## config.mk

```make
export PLATFORM = sky130hd
export DESIGN_NAME = bw_resv_table
export DESIGN_NICKNAME = d
export VERILOG_FILES = /design/src/rtl/bw_resv_pkg.sv /design/src/rtl/bw_frame_store.sv /design/src/rtl/bw_min_finder.sv /design/src/rtl/bw_offset_picker.sv /design/src/rtl/bw_resv_table.sv
export SDC_FILE = /design/constraint.sdc
export NUM_CORES = 2
export LEC_CHECK = 0
export ABC_AREA = 0
export BUFFER_PORTS_ARGS = -buffer_cell sky130_fd_sc_hd__clkbuf_2
export CAP_MARGIN = 20
export CORE_ASPECT_RATIO = 1.1
export CORE_MARGIN = 4
export CORE_UTILIZATION = 35
export CTS_CLUSTER_DIAMETER = 40
export CTS_CLUSTER_SIZE = 8
export DETAILED_ROUTE_END_ITERATION = 10
export PLACE_DENSITY_LB_ADDON = 0.05
export SLEW_MARGIN = 15
export SYNTH_ARGS = -nofsm -noshare
export SYNTH_HDL_FRONTEND = slang
export SYNTH_HIERARCHICAL = 1
export SYNTH_SLANG_ARGS = --single-unit
```

## constraint.sdc

```tcl
create_clock -name clk -period 83 [get_ports clk]
set_input_delay 16.6 -clock clk [delete_from_list [all_inputs] [get_ports clk]]
set_output_delay 16.6 -clock clk [all_outputs]
set_load 0.005 [all_outputs]
```

## src/rtl/bw_resv_pkg.sv

```systemverilog
package bw_resv_pkg;

    localparam int FRAMES            = 32;
    localparam int IDX_W             = $clog2(FRAMES);
    localparam int LOAD_W            = 11;
    localparam int INTV_W            = 6;
    localparam int FNUM_W            = 11;
    localparam int BUS_BYTES         = 1500;
    localparam int SOF_BYTES         = 6;
    localparam int EOF_BYTES         = 4;
    localparam int NONPERIODIC_BYTES = 197;
    localparam int PERIODIC_LIMIT    = BUS_BYTES - SOF_BYTES - EOF_BYTES - NONPERIODIC_BYTES;
    localparam int LG_W              = $clog2(IDX_W + 1);

    typedef logic [LOAD_W-1:0] load_t;
    typedef logic [IDX_W-1:0]  idx_t;
    typedef logic [LG_W-1:0]   lg_t;

    typedef enum logic [2:0] {
        ST_IDLE,
        ST_FAST,
        ST_SCAN,
        ST_PICK,
        ST_COMMIT
    } state_t;

    typedef enum logic {
        OP_ALLOC = 1'b0,
        OP_FREE  = 1'b1
    } op_t;

    typedef struct packed {
        op_t   op;
        load_t cost;
        lg_t   lg;
        idx_t  offset;
    } req_t;

    // Round an interval down to a power of two and return its log2,
    // clamped to the table size.
    function automatic lg_t interval_log2(input logic [INTV_W-1:0] v);
        lg_t r;
        r = '0;
        for (int b = 1; b <= IDX_W; b++) begin
            if (int'(v) >= (1 << b)) r = lg_t'(b);
        end
        return r;
    endfunction

    function automatic idx_t interval_mask(input lg_t lg);
        return idx_t'((1 << lg) - 1);
    endfunction

endpackage

```

## src/rtl/bw_frame_store.sv

```systemverilog
module bw_frame_store
    import bw_resv_pkg::*;
#(
    parameter int N_FRAMES = FRAMES,
    parameter int L_W      = LOAD_W,
    localparam int I_W     = $clog2(N_FRAMES)
) (
    input  logic                           clk,
    input  logic                           rst,
    input  logic                           wr_en,
    input  logic [I_W-1:0]                 wr_idx,
    input  logic [L_W-1:0]                 wr_data,
    input  logic [I_W-1:0]                 act_idx,
    output logic [L_W-1:0]                 act_load,
    output logic [N_FRAMES-1:0][L_W-1:0]   all_loads
);

    // One register per frame budget.
    for (genvar f = 0; f < N_FRAMES; f++) begin : g_frame
        always_ff @(posedge clk) begin
            if (rst) begin
                all_loads[f] <= '0;
            end else if (wr_en && (wr_idx == I_W'(f))) begin
                all_loads[f] <= wr_data;
            end
        end
    end

    assign act_load = all_loads[act_idx];

endmodule

```

## src/rtl/bw_min_finder.sv

```systemverilog
module bw_min_finder
    import bw_resv_pkg::*;
#(
    parameter int N_FRAMES = FRAMES,
    parameter int L_W      = LOAD_W
) (
    input  logic [N_FRAMES-1:0][L_W-1:0] loads,
    output logic [L_W-1:0]               min_load
);

    always_comb begin
        min_load = loads[0];
        for (int f = 1; f < N_FRAMES; f++) begin
            if (loads[f] < min_load) min_load = loads[f];
        end
    end

endmodule

```

## src/rtl/bw_offset_picker.sv

```systemverilog
module bw_offset_picker
    import bw_resv_pkg::*;
#(
    parameter int N_FRAMES = FRAMES,
    parameter int L_W      = LOAD_W,
    localparam int I_W     = $clog2(N_FRAMES)
) (
    input  logic            clk,
    input  logic            rst,
    input  logic            clear,
    input  logic            acc_en,
    input  logic [I_W-1:0]  acc_idx,
    input  logic [L_W-1:0]  acc_load,
    input  logic [I_W-1:0]  mask,
    output logic [I_W-1:0]  best_off,
    output logic [L_W-1:0]  best_max
);

    logic [N_FRAMES-1:0][L_W-1:0] slot_max;
    logic [I_W-1:0]               slot;

    assign slot = acc_idx & mask;

    // Running maximum per phase slot while the frames are walked.
    always_ff @(posedge clk) begin
        if (rst || clear) begin
            slot_max <= '0;
        end else if (acc_en && (acc_load > slot_max[slot])) begin
            slot_max[slot] <= acc_load;
        end
    end

    // Lowest maximum among the slots in use; strict compare keeps the
    // lowest offset on a tie.
    always_comb begin
        best_off = '0;
        best_max = slot_max[0];
        for (int o = 1; o < N_FRAMES; o++) begin
            if ((I_W'(o) <= mask) && (slot_max[o] < best_max)) begin
                best_off = I_W'(o);
                best_max = slot_max[o];
            end
        end
    end

endmodule

```

## src/rtl/bw_resv_table.sv

```systemverilog
module bw_resv_table
    import bw_resv_pkg::*;
#(
    parameter int N_FRAMES = FRAMES,
    parameter int L_W      = LOAD_W,
    parameter int IV_W     = INTV_W,
    parameter int FN_W     = FNUM_W,
    parameter int LIMIT    = PERIODIC_LIMIT,
    localparam int I_W     = $clog2(N_FRAMES),
    localparam int W_W     = I_W + 1
) (
    input  logic             clk,
    input  logic             rst,
    input  logic             req_valid,
    input  logic             req_free,
    input  logic [L_W-1:0]   req_cost,
    input  logic [IV_W-1:0]  req_interval,
    input  logic [I_W-1:0]   req_offset,
    input  logic [FN_W-1:0]  frame_num,
    output logic             busy,
    output logic             done,
    output logic             done_ok,
    output logic [I_W-1:0]   done_offset,
    output logic [L_W-1:0]   active_load
);

    state_t                      state_q;
    req_t                        lat_q;
    logic [W_W-1:0]              walk_q;
    logic [I_W-1:0]              walk_idx;
    logic [W_W-1:0]              step;
    logic [W_W-1:0]              next_walk;
    logic [I_W-1:0]              cur_mask;
    logic [N_FRAMES-1:0][L_W-1:0] loads;
    logic [L_W-1:0]              walk_load;
    logic [L_W-1:0]              min_load;
    logic [I_W-1:0]              best_off;
    logic [L_W-1:0]              best_max;
    logic                        fast_fail;
    logic                        pick_fail;
    logic                        wr_en;
    logic [L_W-1:0]              wr_data;
    logic [I_W-1:0]              in_mask;
    lg_t                         in_lg;

    // Request decode.
    assign in_lg    = interval_log2(req_interval);
    assign in_mask  = interval_mask(in_lg);
    assign cur_mask = interval_mask(lat_q.lg);
    assign step     = W_W'(1) << lat_q.lg;
    assign walk_idx = walk_q[I_W-1:0];
    assign next_walk = walk_q + step;
    assign walk_load = loads[walk_idx];

    // Limit tests carried one bit wider than a load.
    assign fast_fail = ({1'b0, lat_q.cost} + {1'b0, min_load}) > (L_W+1)'(LIMIT);
    assign pick_fail = ({1'b0, lat_q.cost} + {1'b0, best_max}) > (L_W+1)'(LIMIT);

    // Commit datapath: add on allocate, saturating subtract on release.
    assign wr_en = (state_q == ST_COMMIT);
    always_comb begin
        if (lat_q.op == OP_ALLOC) begin
            wr_data = walk_load + lat_q.cost;
        end else if (walk_load > lat_q.cost) begin
            wr_data = walk_load - lat_q.cost;
        end else begin
            wr_data = '0;
        end
    end

    bw_frame_store #(
        .N_FRAMES (N_FRAMES),
        .L_W      (L_W)
    ) u_store (
        .clk       (clk),
        .rst       (rst),
        .wr_en     (wr_en),
        .wr_idx    (walk_idx),
        .wr_data   (wr_data),
        .act_idx   (frame_num[I_W-1:0]),
        .act_load  (active_load),
        .all_loads (loads)
    );

    bw_min_finder #(
        .N_FRAMES (N_FRAMES),
        .L_W      (L_W)
    ) u_min (
        .loads    (loads),
        .min_load (min_load)
    );

    bw_offset_picker #(
        .N_FRAMES (N_FRAMES),
        .L_W      (L_W)
    ) u_pick (
        .clk      (clk),
        .rst      (rst),
        .clear    (state_q == ST_FAST),
        .acc_en   (state_q == ST_SCAN),
        .acc_idx  (walk_idx),
        .acc_load (walk_load),
        .mask     (cur_mask),
        .best_off (best_off),
        .best_max (best_max)
    );

    assign busy = (state_q != ST_IDLE);

    // Control sequence.
    always_ff @(posedge clk) begin
        if (rst) begin
            state_q     <= ST_IDLE;
            lat_q       <= '0;
            walk_q      <= '0;
            done        <= 1'b0;
            done_ok     <= 1'b0;
            done_offset <= '0;
        end else begin
            done <= 1'b0;
            unique case (state_q)
                ST_IDLE: begin
                    if (req_valid) begin
                        lat_q.op     <= req_free ? OP_FREE : OP_ALLOC;
                        lat_q.cost   <= req_cost;
                        lat_q.lg     <= in_lg;
                        lat_q.offset <= req_offset & in_mask;
                        walk_q       <= {1'b0, req_offset & in_mask};
                        state_q      <= req_free ? ST_COMMIT : ST_FAST;
                    end
                end
                ST_FAST: begin
                    if (fast_fail) begin
                        done        <= 1'b1;
                        done_ok     <= 1'b0;
                        done_offset <= '0;
                        state_q     <= ST_IDLE;
                    end else begin
                        walk_q  <= '0;
                        state_q <= ST_SCAN;
                    end
                end
                ST_SCAN: begin
                    if (walk_idx == I_W'(N_FRAMES - 1)) begin
                        state_q <= ST_PICK;
                    end else begin
                        walk_q <= walk_q + W_W'(1);
                    end
                end
                ST_PICK: begin
                    if (pick_fail) begin
                        done        <= 1'b1;
                        done_ok     <= 1'b0;
                        done_offset <= best_off;
                        state_q     <= ST_IDLE;
                    end else begin
                        lat_q.offset <= best_off;
                        walk_q       <= {1'b0, best_off};
                        state_q      <= ST_COMMIT;
                    end
                end
                ST_COMMIT: begin
                    if (next_walk >= W_W'(N_FRAMES)) begin
                        done        <= 1'b1;
                        done_ok     <= 1'b1;
                        done_offset <= lat_q.offset;
                        state_q     <= ST_IDLE;
                    end else begin
                        walk_q <= next_walk;
                    end
                end
                default: state_q <= ST_IDLE;
            endcase
        end
    end

endmodule

```

==> flow_metrics.env <==
export IMPL_status="complete, no violations"
export IMPL_num_nets_final=8816
export IMPL_path_clk_slew_ns=0.05
export IMPL_synth_nets=8942
export IMPL_ant_nets=0
export IMPL_cts_tree="built"
export IMPL_ys_flop_type="dfxtp_1"
export IMPL_cts_max_level=4
export IMPL_routedWlPerCell_um=24.3
export IMPL_drtPass1Iterations=6
export IMPL_drive_gt1_share_pct=13.3
export IMPL_tightest_slew_ns=1.08
export IMPL_ios=56
export IMPL_drc=0
export IMPL_place_gp_congestion=0.880
export IMPL_drt_iter0_markers=4134
export IMPL_row_count=169
export IMPL_area_growth_pct=13.9
export IMPL_clk_path_buf_depth=3
export IMPL_dieHeight_um=471
export IMPL_cts_sinks=740
export IMPL_fmax_ghz=0.0130
export IMPL_slowest_stage="o41a_2"
export IMPL_synth_area_sq_um=68100
export IMPL_ys_seq_area_share_pct=21.8
export IMPL_synth_top_area_share_pct=21.8
export IMPL_yosys_area_top_type="dfxtp_1"
export IMPL_min_from="u_store/all_loads[6]"
export IMPL_via_per_inst=5.75
export IMPL_vias=62611
export IMPL_grt_usage_pct=25.2
export IMPL_final_setup_viol_count=0
export IMPL_synth_seq_cells=740
export IMPL_grt_max_degree=178
export IMPL_path_class="flop to flop"
export IMPL_hold_path_class="flop to flop"
export IMPL_rsz0062_at_grt="false"
export IMPL_crit_path_end_kind="flop"
export IMPL_synth_avg_cell_area_sq_um=8.20
export IMPL_synth_async_sr_flop_share_pct=0
export IMPL_ys_types=161
export IMPL_clock_latency_ns=0.84
export IMPL_cts_root_buf="clkbuf_16"
export IMPL_final_cell_mix="1037 x nor2_1, 825 x mux2i_1, 737 x dfxtp_1"
export IMPL_synthCells=8300
export IMPL_hold_viol=0
export IMPL_antenna_found_initial=5
export IMPL_coreArea_sq_um=193000
export IMPL_dieWidth_um=429
export IMPL_synth_area_leaders="dfxtp_1 22%, mux2i_1 12%, ha_1 11%, mux4_2 6.5%, nor2_1 5.7%"
export IMPL_cts_buffers=182
export IMPL_hpwlAfterDp_um=196000
export IMPL_finalCritPeriodShare_pct=92.6
export IMPL_yosysWarnings=6
export IMPL_overflow=0
export IMPL_layout_commonest_cell="nor2_1"
export IMPL_first_global_vias=61072
export IMPL_max_slew_margin_pct=27.7
export IMPL_rr_startpoint="lat_q[5]"
export IMPL_slew_viol_final=0
export IMPL_fin_setup_tns_ns=0
export IMPL_dieArea_sq_um=202000
export IMPL_maxCapViolations=0
export IMPL_io_buffers=48
export IMPL_skew_ns=0.0394
export IMPL_critical_path_max_stage_delay_ns=0.70
export IMPL_initial_core_util_pct=35.3
export IMPL_crit_fanout=23
export IMPL_grt_pass1_wl_um=394000
export IMPL_period_needed_ns=76.89
export IMPL_routed_wl_um=265000
export IMPL_synth_edf_count=0
export IMPL_cp_required_ns=83.68
export IMPL_cp_arrival_ns=77.57
export IMPL_path_common_cell="a21oi_1"
export IMPL_worstSetupStartpoint="lat_q[5]"
export IMPL_critPathLaunchType="flop"
## cell type report
cell class | count | area (sq um)
fill | 19649 | 115000
multi-input combinational | 6553 | 49600
sequential | 740 | 14800
clock buffer | 229 | 5010
tap | 2565 | 3210
inverter | 522 | 1960
clock inverter | 105 | 1680
timing repair buffer | 175 | 1240
antenna | 2 | 5.00
## per-stage QoR
stage / cell area [sq um] / cells / setup WS, ns / util (%) / hold slack (ns)
floorplan: 68100 / 8300 / 14.51 / - / 0.458
global placement: 70700 / 10550 / 1.69 / 36.6 / 0.480
detailed placement: 70700 / 10551 / 1.08 / 36.6 / 0.487
CTS: 77400 / 10885 / 0.862 / 40.1 / 0.494
global route: 77600 / 10890 / 0.0294 / 40.2 / 0.521
finish: 77600 / 10891 / 6.11 / 40.2 / 0.493
## what timing repair did
action	4_1_cts	5_1_grt
resized for setup	0	36
hold buffers	0	0
endpoints found under the setup margin	0	20
setup buffers	0	2
## worst paths after layout
path / end / slack [ns] / cells past startpoint
hold / removal: u_store/all_loads[6] / 0.49 / 2
setup reg to reg: lat_q[0] / 6.11 / 356
hold reg to reg: u_store/all_loads[6] / 0.49 / 2
setup / recovery: lat_q[0] / 6.11 / 356
## flip-flops by register name, summed over array words and instances, names as in the netlist
name,count
lat_q,20
state_q,3
done,1
done_offset,5
u_store/all_loads,352
u_pick/slot_max,352
done_ok,1
walk_q,6
## layer usage
layer / global-route usage, % / vias to the layer above / wire [um]
met5: 0 / - / 0
met4: 8.67 / 0 / 9040
met3: 2.86 / 360 / 10300
met2: 44.4 / 1476 / 130000
met1: 31.9 / 30649 / 115000
li1: - / 30126 / -
## cell usage after synthesis, types with 115 or more instances
cell / n
a21o_1: 125
a21oi_1: 605
clkbuf_1: 296
dfxtp_1: 740
ha_1: 600
inv_1: 519
mux2_2: 135
mux2i_1: 828
mux4_2: 198
nand2_1: 669
nand3_1: 271
nor2_1: 1041
nor3_1: 115
o21ai_0: 354
## critical path: cells and delay by family, from the launching register on
kind	cells	cell delay, ns
compound gates	152	34.44
fa+ha+maj	34	9.54
buf+inv	39	5.32
flops	1	0.41
mux	14	4.21
simple gates	117	22.52
## kinds of logic (layout without fill, tap and decap cells)
kind of cell | Yosys count | count (layout) | share of synthesized area [%]
AO/OA/AOI/OAI | 2026 | 2027 | 20.6
XOR/XNOR | 71 | 71 | 0.935
adder cells (fa/ha/maj) | 620 | 620 | 11.4
buffers and inverters | 1008 | 1031 | 5.99
flip-flops | 740 | 740 | 21.8
multiplexers | 1185 | 1185 | 21.5
other | 0 | 2 | 0
AND/OR/NAND/NOR | 2650 | 2650 | 17.9
Power is not shown: default switching activity piles up to over one toggle a cycle in this logic, so the estimate is an artifact.
